<file path="config.mk">
export PLATFORM = sky130hd
export DESIGN_NAME = async_frame_tx
export DESIGN_NICKNAME = d
export VERILOG_FILES = /design/src/rtl/aftx_pkg.sv /design/src/rtl/aftx_mode_decode.sv /design/src/rtl/aftx_bit_timing.sv /design/src/rtl/aftx_hold_buf.sv /design/src/rtl/aftx_frame_shift.sv /design/src/rtl/async_frame_tx.sv
export SDC_FILE = /design/constraint.sdc
export NUM_CORES = 1
export LEC_CHECK = 0
export BUFFER_PORTS_ARGS = -buffer_cell sky130_fd_sc_hd__clkbuf_2
export CORE_ASPECT_RATIO = 0.9
export CORE_MARGIN = 2
export CORE_UTILIZATION = 38
export CTS_BUF_LIST = sky130_fd_sc_hd__clkbuf_2 sky130_fd_sc_hd__clkbuf_4 sky130_fd_sc_hd__clkbuf_8
export CTS_CLUSTER_DIAMETER = 200
export DETAILED_ROUTE_END_ITERATION = 8
export GPL_TIMING_DRIVEN = 0
export PLACE_DENSITY_LB_ADDON = 0.1
export SYNTH_ARGS = -nofsm -noshare
export SYNTH_HDL_FRONTEND = slang
export SYNTH_HIERARCHICAL = 1
export SYNTH_SLANG_ARGS = --single-unit
</file>
<file path="constraint.sdc">
create_clock -name clk -period 3.19 [get_ports clk]
set_input_delay 0.4785 -clock clk [delete_from_list [all_inputs] [get_ports clk]]
set_output_delay 0.4785 -clock clk [all_outputs]
set_load 0.03 [all_outputs]
</file>
<file path="src/rtl/aftx_pkg.sv">
package aftx_pkg;

  typedef enum logic [1:0] {
    RATE_X1  = 2'd0,
    RATE_MID = 2'd1,
    RATE_HI  = 2'd2
  } rate_e;

  typedef enum logic [1:0] {
    STOP_ONE  = 2'd0,
    STOP_HALF = 2'd1,
    STOP_TWO  = 2'd2
  } stop_e;

  typedef enum logic [2:0] {
    ST_IDLE  = 3'd0,
    ST_START = 3'd1,
    ST_DATA  = 3'd2,
    ST_PAR   = 3'd3,
    ST_STOP  = 3'd4
  } tx_state_e;

  typedef struct packed {
    logic [3:0] char_len;
    logic       par_en;
    logic       par_even;
    stop_e      stop;
    rate_e      rate;
  } frame_fmt_t;

endpackage

</file>
<file path="src/rtl/aftx_mode_decode.sv">
module aftx_mode_decode
  import aftx_pkg::*;
(
  input  logic [7:0] mode_byte,
  output frame_fmt_t fmt
);

  always_comb begin
    fmt.char_len = 4'd5 + {2'b00, mode_byte[3:2]};
    fmt.par_en   = mode_byte[4];
    // sense only matters with parity on
    fmt.par_even = mode_byte[5] & mode_byte[4];

    case (mode_byte[7:6])
      2'b10:   fmt.stop = STOP_HALF;
      2'b11:   fmt.stop = STOP_TWO;
      default: fmt.stop = STOP_ONE;   // 00 falls back to one stop
    endcase

    case (mode_byte[1:0])
      2'b10:   fmt.rate = RATE_MID;
      2'b11:   fmt.rate = RATE_HI;
      default: fmt.rate = RATE_X1;    // 00 falls back to 1x
    endcase
  end

endmodule

</file>
<file path="src/rtl/aftx_bit_timing.sv">
module aftx_bit_timing
  import aftx_pkg::*;
#(
  parameter int DIV_MID = 16,
  parameter int DIV_HI  = 64,
  parameter int CNT_W   = 8
) (
  input  frame_fmt_t       fmt,
  output logic [CNT_W-1:0] bit_cyc,
  output logic [CNT_W-1:0] stop_cyc
);

  localparam logic [CNT_W-1:0] CYC_X1  = CNT_W'(1);
  localparam logic [CNT_W-1:0] CYC_MID = CNT_W'(DIV_MID);
  localparam logic [CNT_W-1:0] CYC_HI  = CNT_W'(DIV_HI);

  always_comb begin
    case (fmt.rate)
      RATE_MID: bit_cyc = CYC_MID;
      RATE_HI:  bit_cyc = CYC_HI;
      default:  bit_cyc = CYC_X1;
    endcase
  end

  always_comb begin
    case (fmt.stop)
      STOP_TWO:  stop_cyc = bit_cyc + bit_cyc;
      // half a cycle cannot be counted at 1x, so it rounds up to two
      STOP_HALF: stop_cyc = (bit_cyc == CYC_X1) ? CNT_W'(2)
                                                : bit_cyc + (bit_cyc >> 1);
      default:   stop_cyc = bit_cyc;
    endcase
  end

endmodule

</file>
<file path="src/rtl/aftx_hold_buf.sv">
module aftx_hold_buf #(
  parameter int DATA_W = 8
) (
  input  logic              clk,
  input  logic              rst,
  input  logic              wr_stb,
  input  logic [DATA_W-1:0] wr_data,
  input  logic              take,
  output logic              hold_valid,
  output logic [DATA_W-1:0] hold_data
);

  always_ff @(posedge clk) begin
    if (rst) begin
      hold_valid <= 1'b0;
      hold_data  <= '0;
    end else if (take) begin
      hold_valid <= 1'b0;
    end else if (wr_stb && !hold_valid) begin
      // writes into a full register are dropped
      hold_valid <= 1'b1;
      hold_data  <= wr_data;
    end
  end

endmodule

</file>
<file path="src/rtl/aftx_frame_shift.sv">
module aftx_frame_shift
  import aftx_pkg::*;
#(
  parameter int DATA_W = 8,
  parameter int CNT_W  = 8
) (
  input  logic              clk,
  input  logic              rst,
  input  logic              start,
  input  logic [DATA_W-1:0] ld_data,
  input  frame_fmt_t        ld_fmt,
  input  logic [CNT_W-1:0]  bit_cyc,
  input  logic [CNT_W-1:0]  stop_cyc,
  output logic              line,
  output logic              idle,
  output logic              last_cycle
);

  tx_state_e         state;
  logic [CNT_W-1:0]  cnt;
  logic [DATA_W-1:0] shreg;
  logic [3:0]        bits_left;
  logic              par_acc;
  logic              par_en_q;
  logic [CNT_W-1:0]  bit_q;
  logic [CNT_W-1:0]  stop_q;

  assign idle       = (state == ST_IDLE);
  assign last_cycle = (state == ST_STOP) && (cnt == '0);

  always_ff @(posedge clk) begin
    if (rst) begin
      state     <= ST_IDLE;
      cnt       <= '0;
      shreg     <= '0;
      bits_left <= '0;
      par_acc   <= 1'b0;
      par_en_q  <= 1'b0;
      bit_q     <= '0;
      stop_q    <= '0;
      line      <= 1'b1;
    end else if (start) begin
      state     <= ST_START;
      cnt       <= bit_cyc - CNT_W'(1);
      shreg     <= ld_data;
      bits_left <= ld_fmt.char_len;
      par_acc   <= ~ld_fmt.par_even;
      par_en_q  <= ld_fmt.par_en;
      bit_q     <= bit_cyc;
      stop_q    <= stop_cyc;
      line      <= 1'b0;
    end else if (state != ST_IDLE) begin
      if (cnt != '0) begin
        cnt <= cnt - CNT_W'(1);
      end else begin
        case (state)
          ST_START, ST_DATA: begin
            if (bits_left != 4'd0) begin
              state     <= ST_DATA;
              line      <= shreg[0];
              par_acc   <= par_acc ^ shreg[0];
              shreg     <= {1'b0, shreg[DATA_W-1:1]};
              bits_left <= bits_left - 4'd1;
              cnt       <= bit_q - CNT_W'(1);
            end else if (par_en_q) begin
              state <= ST_PAR;
              line  <= par_acc;
              cnt   <= bit_q - CNT_W'(1);
            end else begin
              state <= ST_STOP;
              line  <= 1'b1;
              cnt   <= stop_q - CNT_W'(1);
            end
          end
          ST_PAR: begin
            state <= ST_STOP;
            line  <= 1'b1;
            cnt   <= stop_q - CNT_W'(1);
          end
          default: begin
            state <= ST_IDLE;
            line  <= 1'b1;
          end
        endcase
      end
    end
  end

endmodule

</file>
<file path="src/rtl/async_frame_tx.sv">
module async_frame_tx
  import aftx_pkg::*;
#(
  parameter int DATA_W  = 8,
  parameter int DIV_MID = 16,
  parameter int DIV_HI  = 64
) (
  input  logic              clk,
  input  logic              rst,
  input  logic [7:0]        mode_byte,
  input  logic              tx_en,
  input  logic              send_break,
  input  logic              wr_stb,
  input  logic [DATA_W-1:0] wr_data,
  output logic              txd,
  output logic              tx_ready,
  output logic              tx_empty
);

  localparam int CNT_W = $clog2(2 * DIV_HI + 1);

  frame_fmt_t        fmt;
  logic [CNT_W-1:0]  bit_cyc;
  logic [CNT_W-1:0]  stop_cyc;
  logic              hold_valid;
  logic [DATA_W-1:0] hold_data;
  logic              load;
  logic              sh_line;
  logic              sh_idle;
  logic              sh_last;
  logic              brk_q;

  aftx_mode_decode u_decode (
    .mode_byte (mode_byte),
    .fmt       (fmt)
  );

  aftx_bit_timing #(
    .DIV_MID (DIV_MID),
    .DIV_HI  (DIV_HI),
    .CNT_W   (CNT_W)
  ) u_timing (
    .fmt      (fmt),
    .bit_cyc  (bit_cyc),
    .stop_cyc (stop_cyc)
  );

  aftx_hold_buf #(
    .DATA_W (DATA_W)
  ) u_hold (
    .clk        (clk),
    .rst        (rst),
    .wr_stb     (wr_stb),
    .wr_data    (wr_data),
    .take       (load),
    .hold_valid (hold_valid),
    .hold_data  (hold_data)
  );

  // a new frame may follow the final stop cycle directly
  assign load = hold_valid && tx_en && !send_break && (sh_idle || sh_last);

  aftx_frame_shift #(
    .DATA_W (DATA_W),
    .CNT_W  (CNT_W)
  ) u_shift (
    .clk        (clk),
    .rst        (rst),
    .start      (load),
    .ld_data    (hold_data),
    .ld_fmt     (fmt),
    .bit_cyc    (bit_cyc),
    .stop_cyc   (stop_cyc),
    .line       (sh_line),
    .idle       (sh_idle),
    .last_cycle (sh_last)
  );

  always_ff @(posedge clk) begin
    if (rst) brk_q <= 1'b0;
    else     brk_q <= send_break;
  end

  assign txd      = sh_line & ~brk_q;
  assign tx_ready = ~hold_valid;
  assign tx_empty = ~hold_valid & sh_idle;

endmodule

</file>
## Word level (Yosys, flattened, before mapping)

Cells that the tools add are included.
Widths: inputs -> output; s select.

| storage, ports and cells | value |
|---|---|
| logic and storage cells | 106 |
| bits in registers | 52 |
| input port bits | 21 |
| output and inout bits | 3 |

| cells by class | value |
|---|---|
| add/sub/neg operators | 8 |
| bitwise gates (word level) | 9 |
| eq/ne operators | 14 |
| muxes and demuxes | 38 |
| reductions and logical operators | 24 |

Operators with widths:

| cell | number |
|---|---|
| $mux 8 | 11 |
| $pmux 8 s2 | 2 |
| $sub 8x1->8 const B | 3 |
| $mux 4 | 5 |
| $mux 1 | 14 |
| $pmux 7 s2 | 1 |
| $eq 2x2->1 const B | 6 |
| $add 7x6->8 | 1 |
| $add 7x7->8 | 1 |
| $logic_not 8->1 | 1 |
| $pmux 2 s2 | 2 |
| $reduce_and 2->1 | 4 |
| $reduce_bool 4->1 | 2 |
| $reduce_bool 8->1 | 1 |
| $sub 7x1->8 const B | 1 |
| $eq 7x1->1 const B | 1 |
| $eq 3x2->1 const B | 2 |
| $mux 3 | 2 |
| $pmux 3 s2 | 1 |
| $reduce_bool 2->1 | 3 |
| $logic_and 1x1->1 | 5 |
| $not 1->1 | 5 |
| $add 3x2->4 const A | 1 |
| $eq 2x1->1 const B | 2 |
| other kinds (12) | 16 |

## Depth between registers and ports, before layout

| logic depth | value |
|---|---|
| depth in word-level cells | 7 |
| gate-level depth with buffers | 13 |

## By module

Netlist, hierarchy kept.

Modules (own cells, without submodules):

| module | instances | sequential area each (um2) | area an instance (um2) | cells each |
|---|---|---|---|---|
| aftx_frame_shift | 1 | 840.8 | 2514.9 | 305 |
| aftx_hold_buf | 1 | 180.2 | 397.9 | 38 |
| aftx_bit_timing | 1 | 0.0 | 220.2 | 31 |
| aftx_mode_decode | 1 | 0.0 | 75.1 | 10 |
| async_frame_tx | 1 | 20.0 | 60.1 | 8 |

## Worst setup path after synthesis

Ideal clock, no wire load.

| timing path | value |
|---|---|
| path kind | register to register |
| from | register u_shift.cnt[0] |
| to | register u_shift.bit_q[7] |
| slack | 0.269 ns |
| buffers on the path | 2 |
| data arrival time | 2.794 ns |
| stages on the path, launching flop included | 13 |
| library setup time | 0.128 ns |
| cell sequence | dfxtp_1 > inv_1 > ha_1 > nor3b_1 > and2_1 > nand2_1 > nor3_1 > nor2_1 > nor3_2 > clkbuf_1 > buf_1 > mux2i_1 > nor2_1 |

| between the ends | value |
|---|---|
| cells in the longest elaborated chain, start to end | 4 |

RTL lines:

| element | line | source |
|---|---|---|
| start: declaration | aftx_frame_shift.sv:20 | `logic [CNT_W-1:0] cnt;` |
| start signal: assignment | aftx_frame_shift.sv:44 | `cnt <= bit_cyc - CNT_W'(1);` |
| start signal: assignment | aftx_frame_shift.sv:54 | `cnt <= cnt - CNT_W'(1);` |
| start signal: assignment | aftx_frame_shift.sv:64 | `cnt <= bit_q - CNT_W'(1);` |
| $logic_not 8->1 | aftx_frame_shift.sv:29 | `assign last_cycle = (state == ST_STOP) && (cnt == '0);` |
| $logic_and 1x1->1 | aftx_frame_shift.sv:29 |  |
| via sh_last | async_frame_tx.sv:30 | `logic sh_last;` |
| $logic_or 1x1->1 | async_frame_tx.sv:61 | `assign load = hold_valid && tx_en && !send_break && (sh_idle \|\| sh_last);` |
| $logic_and 1x1->1 | async_frame_tx.sv:61 |  |
| via load | async_frame_tx.sv:27 | `logic load;` |
| end signal: assignment | aftx_frame_shift.sv:49 | `bit_q <= bit_cyc;` |
| end: declaration | aftx_frame_shift.sv:25 | `logic [CNT_W-1:0] bit_q;` |

The timed path passes the listed nets, and every way through them passes these cells.
A chain may end at the register's enable or synchronous reset.

## Worst setup path in the final report

| timing path | value |
|---|---|
| from | register u_shift.cnt[0] |
| to | register u_shift.cnt[6] |

| between the ends | value |
|---|---|
| cells in the longest elaborated chain, start to end | 6 |
| elaborated cells on any way between the ends | 12 |
| classes of those cells | 1 x add/sub; 3 x mux; 8 x reduce/logical |

RTL lines:

| element | line |
|---|---|
| $logic_not 8->1 * | aftx_frame_shift.sv:29 |
| $logic_and 1x1->1 * | aftx_frame_shift.sv:29 |
| via sh_last | async_frame_tx.sv:30 |
| $logic_or 1x1->1 * | async_frame_tx.sv:61 |
| $logic_and 1x1->1 * | async_frame_tx.sv:61 |
| via load | async_frame_tx.sv:27 |
| $reduce_bool 4->1 (no source line) or $reduce_bool 2->1 (tied branches) | -- |
| $reduce_and 2->1 (no source line) | -- |

The timed path passes the listed nets; every way through them passes the cells marked *. The select of a mux whose other input is x is not followed.

==> impl_metrics.tcl <==
set metrics [dict create \
    syn-cell-area_um2 3268 \
    fin_crit_ps 2968 \
    vias 2790 \
    switchingPower_uw 613.0 \
    dieArea_um2 9359 \
    fillerInstances 860 \
    numCtsBuffers 5 \
    rsz0062_at_grt "no" \
    vdd_drop_max_mv 0.1714 \
    crit_type "register to register" \
    critPathMaxFanout 10 \
    grt_pass1_vias 2619 \
    syn2layout_area_growth_pct 13.25 \
    dieWidth_um 101.8 \
    clockBufferDepth 2 \
    m1WireLength_um 4256 \
    cts-htree-levels 2 \
    postSynth.asyncResetShare_pct 0 \
    ant_nets 0 \
    setup_viol 0 \
    p_clk_share_pct 23.6 \
    tightest_slew_ps 749.8 \
    path_clk_slew_ps 100 \
    r2r-start "u_shift/cnt[0]" \
    cts.sinks 52 \
    netlist_instances 392 \
    start_kind "register" \
    cp-end-kind "register" \
    drt-vias-per-instance 5.073 \
    tns_ps 0 \
    synth-edff-count 0 \
    die_h_um 91.98 \
    grt_max_degree 18 \
    outcome "completed" \
    clockRootBuffer "clkbuf_8" \
    ys_warn_count 6 \
    maxSlewHeadroom_pct 49.63 \
    fmax_ghz 0.3369 \
    synth_top_flop_cell "dfxtp_1" \
    maxCapViolations 0 \
    core_um2 8448 \
    finalCritPeriodShare_pct 93.05 \
    fin_worst_skew_ps 6.999 \
    ys_top_cells_by_area "dfxtp_1 (32%), mux2i_1 (9.5%), ha_1 (5.7%)" \
    hold_violations 0 \
    grt_pass1_wl_um 13160 \
    synth_top_area_share_pct 31.85 \
    power_frac_comb_pct 33.4 \
    antenna_cells 0 \
    io-pin-count 24 \
    hold_path.startpoint "wr_data[5]" \
    gp_congestion 0.8585 \
    slew_violations 0 \
    fin_area_um2 3701 \
    critPathRequiredTime_ps 3410 \
    p_leak_nw 1.462 \
    r2r_cells 13 \
    grt_usage_pct 17.88 \
    ys_types 59 \
    initial_core_util_pct 38.68 \
    syn_area_per_cell_um2 8.337 \
    synth-seq-cells 52 \
    synth.most_common_cell "dfxtp_1" \
    ys_seq_area_share_pct 31.85 \
    layout_setup_ws_ps 221.7 \
    route.met3.wl_um 344 \
    highest_layer "met4" \
    place_area_um2 3551 \
    intPower_mw 1.090 \
    cp_cell_sequence "inv_1 > ha_1 > nor3b_4 > and2_2 > nand2_1 > nor3_1 > nor2_1 > nor3_4 > inv_1 > clkbuf_1 > and2_1 > o211ai_1 > a221oi_1" \
    switching_share_pct 35.99 \
    drc 0 \
    max_stage_delay_ps 450 \
    pre_cts_ws_ps -786.5 \
    gr-total-overflow 0 \
    critPathLaunch "u_shift/cnt[0]" \
    synth_top_area_cell "dfxtp_1" \
    clkLatencyLatePin_ps 320 \
    port_buffers 23 \
    p_seq_share_pct 43.0 \
    final_nets 466 \
    row_count 32 \
    post-dp-hpwl_um 5951 \
    hold_buffers 0 \
    p_per_area_nw_per_um2 460.2 \
    antenna_found_initial 0 \
    r2r_slack_ps 220 \
    hold-path-cell-count 3 \
    met2_length_um 3302 \
    drtPass1Iterations 4 \
    min_path_type "input port to register" \
    drive_above_1_share_pct 16.01 \
    cp_data_arrival_time_ps 3190 \
    drt_iter0_markers 174 \
    postRouteWirelength_um 7964 \
    power_mw 1.703 \
    yosys-top-cells-count "dfxtp_1 (52), nor2_1 (45), mux2i_1 (31)" \
    slowest_stage "dfxtp_1" \
    wl_per_cell_um 14.48 \
    cts_tree "done" \
    crit_top_cell "inv_1" \
]
## path summary, 6_finish.rpt
path / end
worst max register to register: u_shift/cnt[6]
worst max-delay path: u_shift/cnt[6]
worst min-delay path: u_hold/hold_data[5]
worst min register to register: u_shift/shreg[7]
## placed cells by master (no fill, tap or decap), drive strengths merged, types with 15 or more instances in the layout
cell	netlist	layout
dfxtp	52	52
nor2	45	45
clkbuf	14	42
mux2i	31	31
nand2	30	30
inv	21	21
buf	15	18
nand2b	17	17
nand3	16	16
ha	15	15
## power groups by stage
stage / sequential, mW / clock, mW / combinational (mW)
floorplan: 0.732 / 0 / 0.410
global placement: 0.743 / 0 / 0.531
detailed placement: 0.744 / 0 / 0.531
CTS: 0.731 / 0.408 / 0.543
global route: 0.739 / 0.435 / 0.632
finish: 0.732 / 0.401 / 0.569
## logic make-up (layout without fill, tap and decap cells)
| logic type | after synthesis | after routing | synth area share (%) |
|---|---|---|---|
| multiplexers | 31 | 31 | 9.495 |
| AND/OR/NAND/NOR | 158 | 158 | 25.50 |
| buffers and inverters | 50 | 84 | 7.351 |
| other | 1 | 6 | 0.1147 |
| AO/OA/AOI/OAI | 62 | 62 | 13.78 |
| XOR/XNOR | 23 | 23 | 6.164 |
| flip-flops | 52 | 52 | 31.85 |
| adder cells (fa/ha/maj) | 15 | 15 | 5.743 |
## what timing repair did
action,in CTS,in global routing
endpoints found under the setup margin,42,38
gates resized for setup,8,6
pin swaps,0,1
endpoints found under the hold margin,0,0
setup buffers,0,3
## registers in the layout, summed over array words and instances, names as in the netlist, 3 cells and up
register / flops
u_hold/hold_data: 8
u_shift/bit_q: 8
u_shift/cnt: 8
u_shift/shreg: 8
u_shift/stop_q: 8
u_shift/bits_left: 4
u_shift/state: 3
## stage by stage
stage	util [%]	cells	hold slack, ps
finish	43.81	550	387.8
global route	43.81	550	378.2
CTS	43.42	547	382.7
detailed placement	42.03	539	466.3
global placement	42.03	539	459.5
floorplan	-	397	441.5
## metal layers
layer  GRT usage [%]  up-vias
met2           25.22       59
met4           4.167        0
li1                -     1424
met1           27.47     1302
met5               0        -
met3           3.735        5
## area by class of cell
type / count / area (µm²) / area share (%)
Sequential cell: 52 / 1041 / 28.13
Clock buffer: 5 / 68.82 / 1.859
Inverter: 21 / 78.83 / 2.130
Timing Repair Buffer: 26 / 137.6 / 3.719
Tap cell: 119 / 148.9 / 4.023
Buffer: 29 / 171.4 / 4.631
Clock inverter: 3 / 23.77 / 0.6423
Multi-Input combinational cell: 295 / 2031 / 54.87
## critical path, delay by kind of cell (launching register included)
kind | cells | cell delay [ps]
buffers and inverters | 3 | 570
AOI/OAI and AO/OA | 2 | 470
adders and majority gates | 1 | 220
DFF | 1 | 450
and+or+nand+nor | 7 | 1170
(Power assumes the default switching activity.)
